`config.mk`:
```
export PLATFORM = sky130hd
export DESIGN_NAME = autoupd_top
export DESIGN_NICKNAME = d
export VERILOG_FILES = /design/src/rtl/autoupd_pkg.sv /design/src/rtl/autoupd_ctrl.sv /design/src/rtl/autoupd_dp.sv /design/src/rtl/autoupd_top.sv
export SDC_FILE = /design/constraint.sdc
export NUM_CORES = 1
export LEC_CHECK = 0
export ABC_AREA = 0
export BUFFER_PORTS_ARGS = -buffer_cell sky130_fd_sc_hd__clkbuf_2
export CAP_MARGIN = 40
export CORE_AREA = 2 2 85 87
export DETAILED_ROUTE_END_ITERATION = 7
export DIE_AREA = 0 0 87 89
export PLACE_DENSITY = 0.74
export RECOVER_POWER = 50
export SKIP_LAST_GASP = 1
export SLEW_MARGIN = 20
export SYNTH_ARGS = -nofsm -noshare
export SYNTH_HDL_FRONTEND = slang
export SYNTH_SLANG_ARGS = --single-unit
```
`constraint.sdc`:
```
create_clock -name clk -period 3.26 [get_ports clk]
set_input_delay 0.489 -clock clk [delete_from_list [all_inputs] [get_ports clk]]
set_output_delay 0.489 -clock clk [all_outputs]
set_load 0.02 [all_outputs]
```
`src/rtl/autoupd_pkg.sv`:
```
package autoupd_pkg;
  // strobes handed from the timing control to the datapath
  typedef struct packed {
    logic restart;  // load start values this edge
    logic tick;     // prescaler period completed
  } updStrobes_t;
endpackage

```
`src/rtl/autoupd_ctrl.sv`:
```
module autoupd_ctrl
  import autoupd_pkg::*;
#(
  parameter int CNT_W = 32,
  parameter int SEL_W = 2
) (
  input  logic             clk,
  input  logic             rstN,
  input  logic             enable,
  input  logic [SEL_W-1:0] rateSel,
  input  logic [CNT_W-1:0] rateVal,
  output updStrobes_t      strobes
);
  localparam int DIV_MAX = 1 << ((1 << SEL_W) - 1);
  localparam int PRE_W   = (DIV_MAX > 1) ? $clog2(DIV_MAX) : 1;

  logic [SEL_W-1:0] prevSel;
  logic [CNT_W-1:0] prevVal;
  logic [PRE_W-1:0] preCnt;
  logic [PRE_W:0]   divLen;
  logic [PRE_W-1:0] lastPre;
  logic             cfgChanged;
  logic             restart;
  logic             tick;

  always_comb begin
    divLen     = (PRE_W+1)'(1) << rateSel;
    lastPre    = PRE_W'(divLen - 1'b1);
    cfgChanged = (rateSel != prevSel) || (rateVal != prevVal);
    restart    = !enable || cfgChanged;
    tick       = !restart && (preCnt == lastPre);
  end

  always_ff @(posedge clk) begin
    if (!rstN) begin
      prevSel <= '0;
      prevVal <= '0;
      preCnt  <= '0;
    end else begin
      prevSel <= rateSel;
      prevVal <= rateVal;
      if (restart || tick) preCnt <= '0;
      else                 preCnt <= preCnt + 1'b1;
    end
  end

  assign strobes.restart = restart;
  assign strobes.tick    = tick;
endmodule

```
`src/rtl/autoupd_dp.sv`:
```
module autoupd_dp
  import autoupd_pkg::*;
#(
  parameter int CNT_W     = 32,
  parameter int PULSE_LEN = 12,
  parameter int SMALL_MAX = 3
) (
  input  logic             clk,
  input  logic             rstN,
  input  logic             enable,
  input  logic [CNT_W-1:0] rateVal,
  input  updStrobes_t      strobes,
  output logic             updateEvent,
  output logic             pinOut,
  output logic             pinOe
);
  localparam int PW_W = $clog2(PULSE_LEN + 1);

  logic [CNT_W-1:0] cnt;
  logic [PW_W-1:0]  pulseCnt;
  logic             eventReg;
  logic             terminal;
  logic             smallRate;

  always_comb begin
    terminal  = strobes.tick && (cnt <= CNT_W'(1));
    smallRate = rateVal <= CNT_W'(SMALL_MAX);
  end

  always_ff @(posedge clk) begin
    if (!rstN) begin
      cnt      <= '0;
      eventReg <= 1'b0;
      pulseCnt <= '0;
    end else if (strobes.restart) begin
      cnt      <= rateVal;
      eventReg <= 1'b0;
      pulseCnt <= '0;
    end else begin
      eventReg <= terminal;
      if (terminal)          cnt <= rateVal;
      else if (strobes.tick) cnt <= cnt - 1'b1;
      if (terminal)             pulseCnt <= PW_W'(PULSE_LEN);
      else if (pulseCnt != '0)  pulseCnt <= pulseCnt - 1'b1;
    end
  end

  assign updateEvent = eventReg;
  assign pinOut      = enable && (smallRate || (pulseCnt != '0));
  assign pinOe       = enable;
endmodule

```
`src/rtl/autoupd_top.sv`:
```
module autoupd_top
  import autoupd_pkg::*;
#(
  parameter int CNT_W     = 32,
  parameter int SEL_W     = 2,
  parameter int PULSE_LEN = 12,
  parameter int SMALL_MAX = 3
) (
  input  logic             clk,
  input  logic             rstN,
  input  logic             enable,
  input  logic [SEL_W-1:0] rateSel,
  input  logic [CNT_W-1:0] rateVal,
  output logic             updateEvent,
  output logic             pinOut,
  output logic             pinOe
);
  updStrobes_t strobes;

  autoupd_ctrl #(.CNT_W(CNT_W), .SEL_W(SEL_W)) u_ctrl (
    .clk(clk), .rstN(rstN), .enable(enable),
    .rateSel(rateSel), .rateVal(rateVal), .strobes(strobes)
  );

  autoupd_dp #(.CNT_W(CNT_W), .PULSE_LEN(PULSE_LEN), .SMALL_MAX(SMALL_MAX)) u_dp (
    .clk(clk), .rstN(rstN), .enable(enable), .rateVal(rateVal),
    .strobes(strobes), .updateEvent(updateEvent),
    .pinOut(pinOut), .pinOe(pinOe)
  );
endmodule

```
Word-level counts from Yosys, hierarchy flattened
Index checks and enable logic that the tools add are counted.

Flip-flop bits (word level): 74. Output and inout bits: 3. Word-level logic and storage cells: 38.

$add $sub $neg: 4. Magnitude comparators: 2. Equality and inequality tests: 3. Shift operators: 1. Mux-type cells: 5. Bitwise logic cells: 1. Reductions and logical operators: 15.

Operators by type and width (number): 2-to-1 mux 32 bit (3); less-or-equal comparator 32 x 1 -> 1 bit (second input constant) (1); less-or-equal comparator 32 x 2 -> 1 bit (second input constant) (1); != test 32 bit (1); subtractor 32 x 1 -> 32 bit (second input constant) (1); 2-to-1 mux 4 bit (2); logical OR 1 bit (4); nonzero test 4 bit (1); OR reduction 2 bit (2); subtractor 4 x 1 -> 4 bit (second input constant) (1); adder 3 x 1 -> 3 bit (second input constant) (1); equality test 3 bit (1); logical AND 1 bit (3); nonzero test 3 bit (1); OR reduction 3 bit (1); << shifter 1 x 2 -> 3 bit (first input constant) (1); subtractor 3 x 1 -> 3 bit (second input constant) (1); zero test 1 bit (2); != test 2 bit (1); nonzero test 2 bit (1); NOT 1 bit (1).

Logic depth before layout (Yosys ltp)
Depth in word-level cells: 8. Depth in mapped cells: 12.

Hierarchy
From an unflattened synthesis, not the netlist that was laid out.

Cells, all modules: 438. Area total of the unflattened synthesis: 3806.2 um^2.

Modules (own cells, without submodules): autoupd_dp (instances 1, cells an instance 297, area each 2275.9 um^2, sequential area each 740.7 um^2); autoupd_ctrl (instances 1, cells an instance 141, area each 1530.2 um^2, sequential area each 740.7 um^2).

Worst setup path before layout
Ideal clock, no wire load.

Path kind: register -> register. Start point: register u_dp.cnt[12]. End point: register u_dp.cnt[31]. Setup time: 0.062 ns. Arrival: 2.916 ns. Data required time: 3.198 ns. Slack: 0.282 ns. Stages on the path, launching flop included: 11. Path buffers: 3. Cell sequence: dfxtp_1 -> buf_6 -> or4_4 -> buf_6 -> or4_4 -> buf_6 -> or2_4 -> or3_4 -> or2_0 -> or4_1 -> nand3_1.

Longest elaborated chain between the ends: 4.

Ends and longest elaborated chain: from (decl) (line autoupd_dp.sv:19) `logic [CNT_W-1:0] cnt;`; from (signal assigned) (line autoupd_dp.sv:36) `cnt <= rateVal;`; from (signal assigned) (line autoupd_dp.sv:41) `if (terminal) cnt <= rateVal;`; from (signal assigned) (line autoupd_dp.sv:42) `else if (strobes.tick) cnt <= cnt - 1'b1;`; subtractor 32 x 1 -> 32 bit / less-or-equal comparator 32 x 1 -> 1 bit (equally long branches) (line autoupd_dp.sv:42, autoupd_dp.sv:26); 2-to-1 mux 32 bit / logical AND 1 bit (equally long branches) (line autoupd_dp.sv:42, autoupd_dp.sv:26); 2-to-1 mux 32 bit (line autoupd_dp.sv:41); 2-to-1 mux 32 bit (line autoupd_dp.sv:35) `end else if (strobes.restart) begin`.

Several ways; a longest one is shown, not always the timed one. The select of a mux whose other input is x is not followed. A chain may end at the register's enable or synchronous reset.

Worst setup path in the final report
Start point: register u_dp.cnt[13]. End point: register u_dp.cnt[31].

Same word-level chain as after synthesis.

==> qor.json <==
{
  "timing": {
    "setup_violations_final": 0,
    "maxClockFrequency_mhz": 344,
    "fin_worst_skew_ns": 0.00782,
    "slew_at_the_pin_with_the_worst_max_slew_slack_ns": 1.74,
    "min_period_ns": 2.90,
    "setup_tns_ns": 0,
    "fin_hold_ws_ns": 0.391,
    "final_critical_path_setup_slack_ns": 0.357,
    "layout_worst_path_cycle_share_pct": 89.1,
    "drv_slew": 44,
    "rsz0062_at_grt": "false",
    "finalHoldViolations": 0,
    "slew_headroom_pct": -16.2
  },
  "synthesis": {
    "yosysTopAreaCell": "sky130_fd_sc_hd__dfxtp_1",
    "syn-cell-area_mm2": 0.00381,
    "netlist_top_cells_area": "sky130_fd_sc_hd__dfxtp_1, sky130_fd_sc_hd__and2_1, sky130_fd_sc_hd__xor2_1",
    "synth_sequential_area_ratio_pct": 38.9,
    "yosysTopAreaCellShare_pct": 38.9,
    "post_synth_edffs": 0,
    "ys_async_sr_fraction_pct": 0,
    "ys.flop_type": "sky130_fd_sc_hd__dfxtp_1",
    "syn_area_per_cell_um2": 8.47,
    "synth_cells": 450,
    "synth.distinct_cells": 51,
    "synth_warnings": 0,
    "synth_most_common_cell": "sky130_fd_sc_hd__dfxtp_1",
    "synth_fp_nets": 491,
    "synth_commonest_cells": "sky130_fd_sc_hd__dfxtp_1, sky130_fd_sc_hd__and2_1, sky130_fd_sc_hd__nand2_1, sky130_fd_sc_hd__nor2_1, sky130_fd_sc_hd__o21ai_0",
    "ys_ff_latch": 74
  },
  "clock_tree": {
    "tritoncts.num_buffers": 9,
    "cts_tree": "yes",
    "cts_sinks": 74,
    "worst_skew_pair.late_latency_ns": 0.36,
    "post_cts_hold_buffer_count": 0,
    "clockRootBuffer": "sky130_fd_sc_hd__clkbuf_8",
    "cts.clk_slew.worst_paths_ns": 0.08,
    "htreeDepth": 3,
    "post_cts.resized_instances": 0,
    "postCtsSetupRepairBufs": 0,
    "clockBufferDepth": 2
  },
  "routing": {
    "detailroute.via_count": 3628,
    "drt_wl_total_um": 11100,
    "drc": 0,
    "dr.pass1.iters": 5,
    "detailedRoute.firstIterationViolations": 243,
    "route.detailed.wl_per_inst_um": 18.7,
    "route.antenna.remaining_nets": 0,
    "detail_route.vias_per_cell": 6.15
  },
  "power_and_ir_drop": {
    "ratio_of_total_power_to_cell_area_mw_per_mm2": 451,
    "cellLeakagePower_nw": 1.79,
    "clock_power_share_pct": 38.8,
    "worst_ir_drop_vdd_mv": 0.360,
    "power_switching_share_pct": 27.2,
    "seqPwrFrac_pct": 49.4,
    "p_sw_w": 0.000540,
    "share_comb_of_total_power_pct": 11.8,
    "p_int_w": 0.00144
  },
  "critical_path": {
    "critical_path_arrival_ns": 3.20,
    "worstSetupPathType": "register to register",
    "data_required_critical_path_ns": 3.56,
    "crit_path_max_fanout": 8,
    "end_kind": "register",
    "crit_path_start_kind": "register"
  },
  "global_routing": {
    "globalRoute.totalOverflow": 0,
    "grt_pass1_vias": 3319,
    "grt_total_usage_pct": 30.1,
    "first_pass_grt_wire_length_um": 17400,
    "pin_count_of_the_biggest_net_entering_global_routing": 44,
    "initial_antenna_violation_count": 0
  },
  "die": {
    "row_count": 30,
    "fp.dieW_um": 87,
    "initial_util_pct": 56.7,
    "die_area_mm2": 0.00774,
    "boundaryPins": 40,
    "die_h_um": 89,
    "floorplan.core_area_mm2": 0.00672
  },
  "status": {
    "status": "complete, but fails checks",
    "failed_checks": "capacitance limit, slew limit"
  },
  "place": {
    "io_buffers": 39,
    "pre_cts_slack_ns": 0.235,
    "place.gp.congestion": 0.929,
    "hpwlAfterDp_um": 8090
  },
  "finish": {
    "layout-area-overhead-vs-synth_pct": 15.4,
    "num_antenna_cells": 0,
    "post-route-util_pct": 65.5,
    "final_nets": 546,
    "drive_gt1_share_pct": 16.7
  },
  "flow_run": {
    "drv_cap": 1
  },
  "min_path": {
    "hold_wc_path_type": "input pin to register"
  }
}
[cell usage in the layout (no fill, tap or decap), types with 6 or more instances in the layout]
| cell | instances |
|---|---|
| sky130_fd_sc_hd__inv_1 | 18 |
| sky130_fd_sc_hd__o22ai_1 | 7 |
| sky130_fd_sc_hd__nand2_1 | 29 |
| sky130_fd_sc_hd__o21ai_0 | 28 |
| sky130_fd_sc_hd__and2_1 | 19 |
| sky130_fd_sc_hd__mux2i_1 | 14 |
| sky130_fd_sc_hd__nor3_1 | 21 |
| sky130_fd_sc_hd__or4_1 | 9 |
| sky130_fd_sc_hd__xor2_1 | 21 |
| sky130_fd_sc_hd__and3_1 | 6 |
| sky130_fd_sc_hd__xnor2_1 | 9 |
| sky130_fd_sc_hd__nor2_1 | 28 |
| sky130_fd_sc_hd__buf_4 | 25 |
| sky130_fd_sc_hd__nand4_1 | 8 |
| sky130_fd_sc_hd__nor4_1 | 22 |
| sky130_fd_sc_hd__or3_1 | 10 |
| sky130_fd_sc_hd__dfxtp_1 | 74 |
| sky130_fd_sc_hd__and2_0 | 12 |
| sky130_fd_sc_hd__clkbuf_2 | 36 |
| sky130_fd_sc_hd__nand3_1 | 14 |
| sky130_fd_sc_hd__o2bb2ai_1 | 9 |
| sky130_fd_sc_hd__clkbuf_8 | 11 |
| sky130_fd_sc_hd__a21oi_1 | 16 |
[final cells by class]
cell class	count	area [um2]
tap	80	100
clock buffer	11	151
multi-input combinational	335	2150
timing repair buffer	66	388
clock inverter	5	60.1
fill	597	2320
sequential	74	1480
inverter	19	71.3
[worst max-delay path: stages, from the launching register on]
cell,delay [ns]
sky130_fd_sc_hd__dfxtp_1,0.36
sky130_fd_sc_hd__or4_4,0.57
sky130_fd_sc_hd__or4_4,0.50
sky130_fd_sc_hd__or2_4,0.28
sky130_fd_sc_hd__or3_4,0.40
sky130_fd_sc_hd__or2_0,0.23
sky130_fd_sc_hd__or4_1,0.41
sky130_fd_sc_hd__nand3_1,0.10
[metrics by stage]
| stage | instances | total power, W | instance area (um2) |
|---|---|---|---|
| floorplan | 450 | 0.00113 | 3810 |
| global route | 590 | 0.00205 | 4400 |
| finish | 590 | 0.00198 | 4400 |
| global placement | 572 | 0.00122 | 4180 |
| detailed placement | 574 | 0.00123 | 4200 |
| CTS | 590 | 0.00199 | 4410 |
[registers in the layout (all words and copies together), names as in the netlist]
name,cells
u_dp.cnt,32
u_ctrl.prevSel,2
u_dp.updateEvent,1
u_dp.pulseCnt,4
u_ctrl.preCnt,3
u_ctrl.prevVal,32
[metal layers]
layer	GRT usage, %	wire, um	vias up
met5	0	0	-
met4	9.23	139	0
met3	5.54	869	15
met2	49.1	5200	161
met1	40.7	4850	1711
li1	-	-	1741
[worst paths after layout]
| path | from | to | slack [ns] | depth (start not counted) |
|---|---|---|---|---|
| max | u_dp.cnt[13] | u_dp.cnt[31] | 0.36 | 7 |
| min | rateSel[1] | u_ctrl.prevSel[1] | 0.39 | 2 |
| min reg2reg | u_dp.cnt[8] | u_dp.cnt[8] | 0.47 | 1 |
| max reg2reg | u_dp.cnt[13] | u_dp.cnt[31] | 0.36 | 7 |
[power by group through the flow]
stage | clock [W] | combinational [W] | sequential (W)
6_report | 0.000770 | 0.000234 | 0.000979
5_1_grt | 0.000814 | 0.000257 | 0.000984
4_1_cts | 0.000776 | 0.000233 | 0.000978
3_5_place_dp | 0 | 0.000232 | 0.000999
3_3_place_gp | 0 | 0.000227 | 0.000997
2_1_floorplan | 0 | 0.000140 | 0.000992
[cell families after synthesis]
| logic type | after synthesis | synth area share [%] |
|---|---|---|
| xor gates and xnor gates | 30 | 6.89 |
| muxes | 14 | 3.68 |
| adders and majority gates | 4 | 1.31 |
| DFF | 74 | 38.9 |
| buffers and inverters | 41 | 4.99 |
| AOI/OAI and AO/OA | 87 | 14.9 |
| and+or+nand+nor | 200 | 29.4 |
No activity file was read; power rests on OpenSTA's default activity.
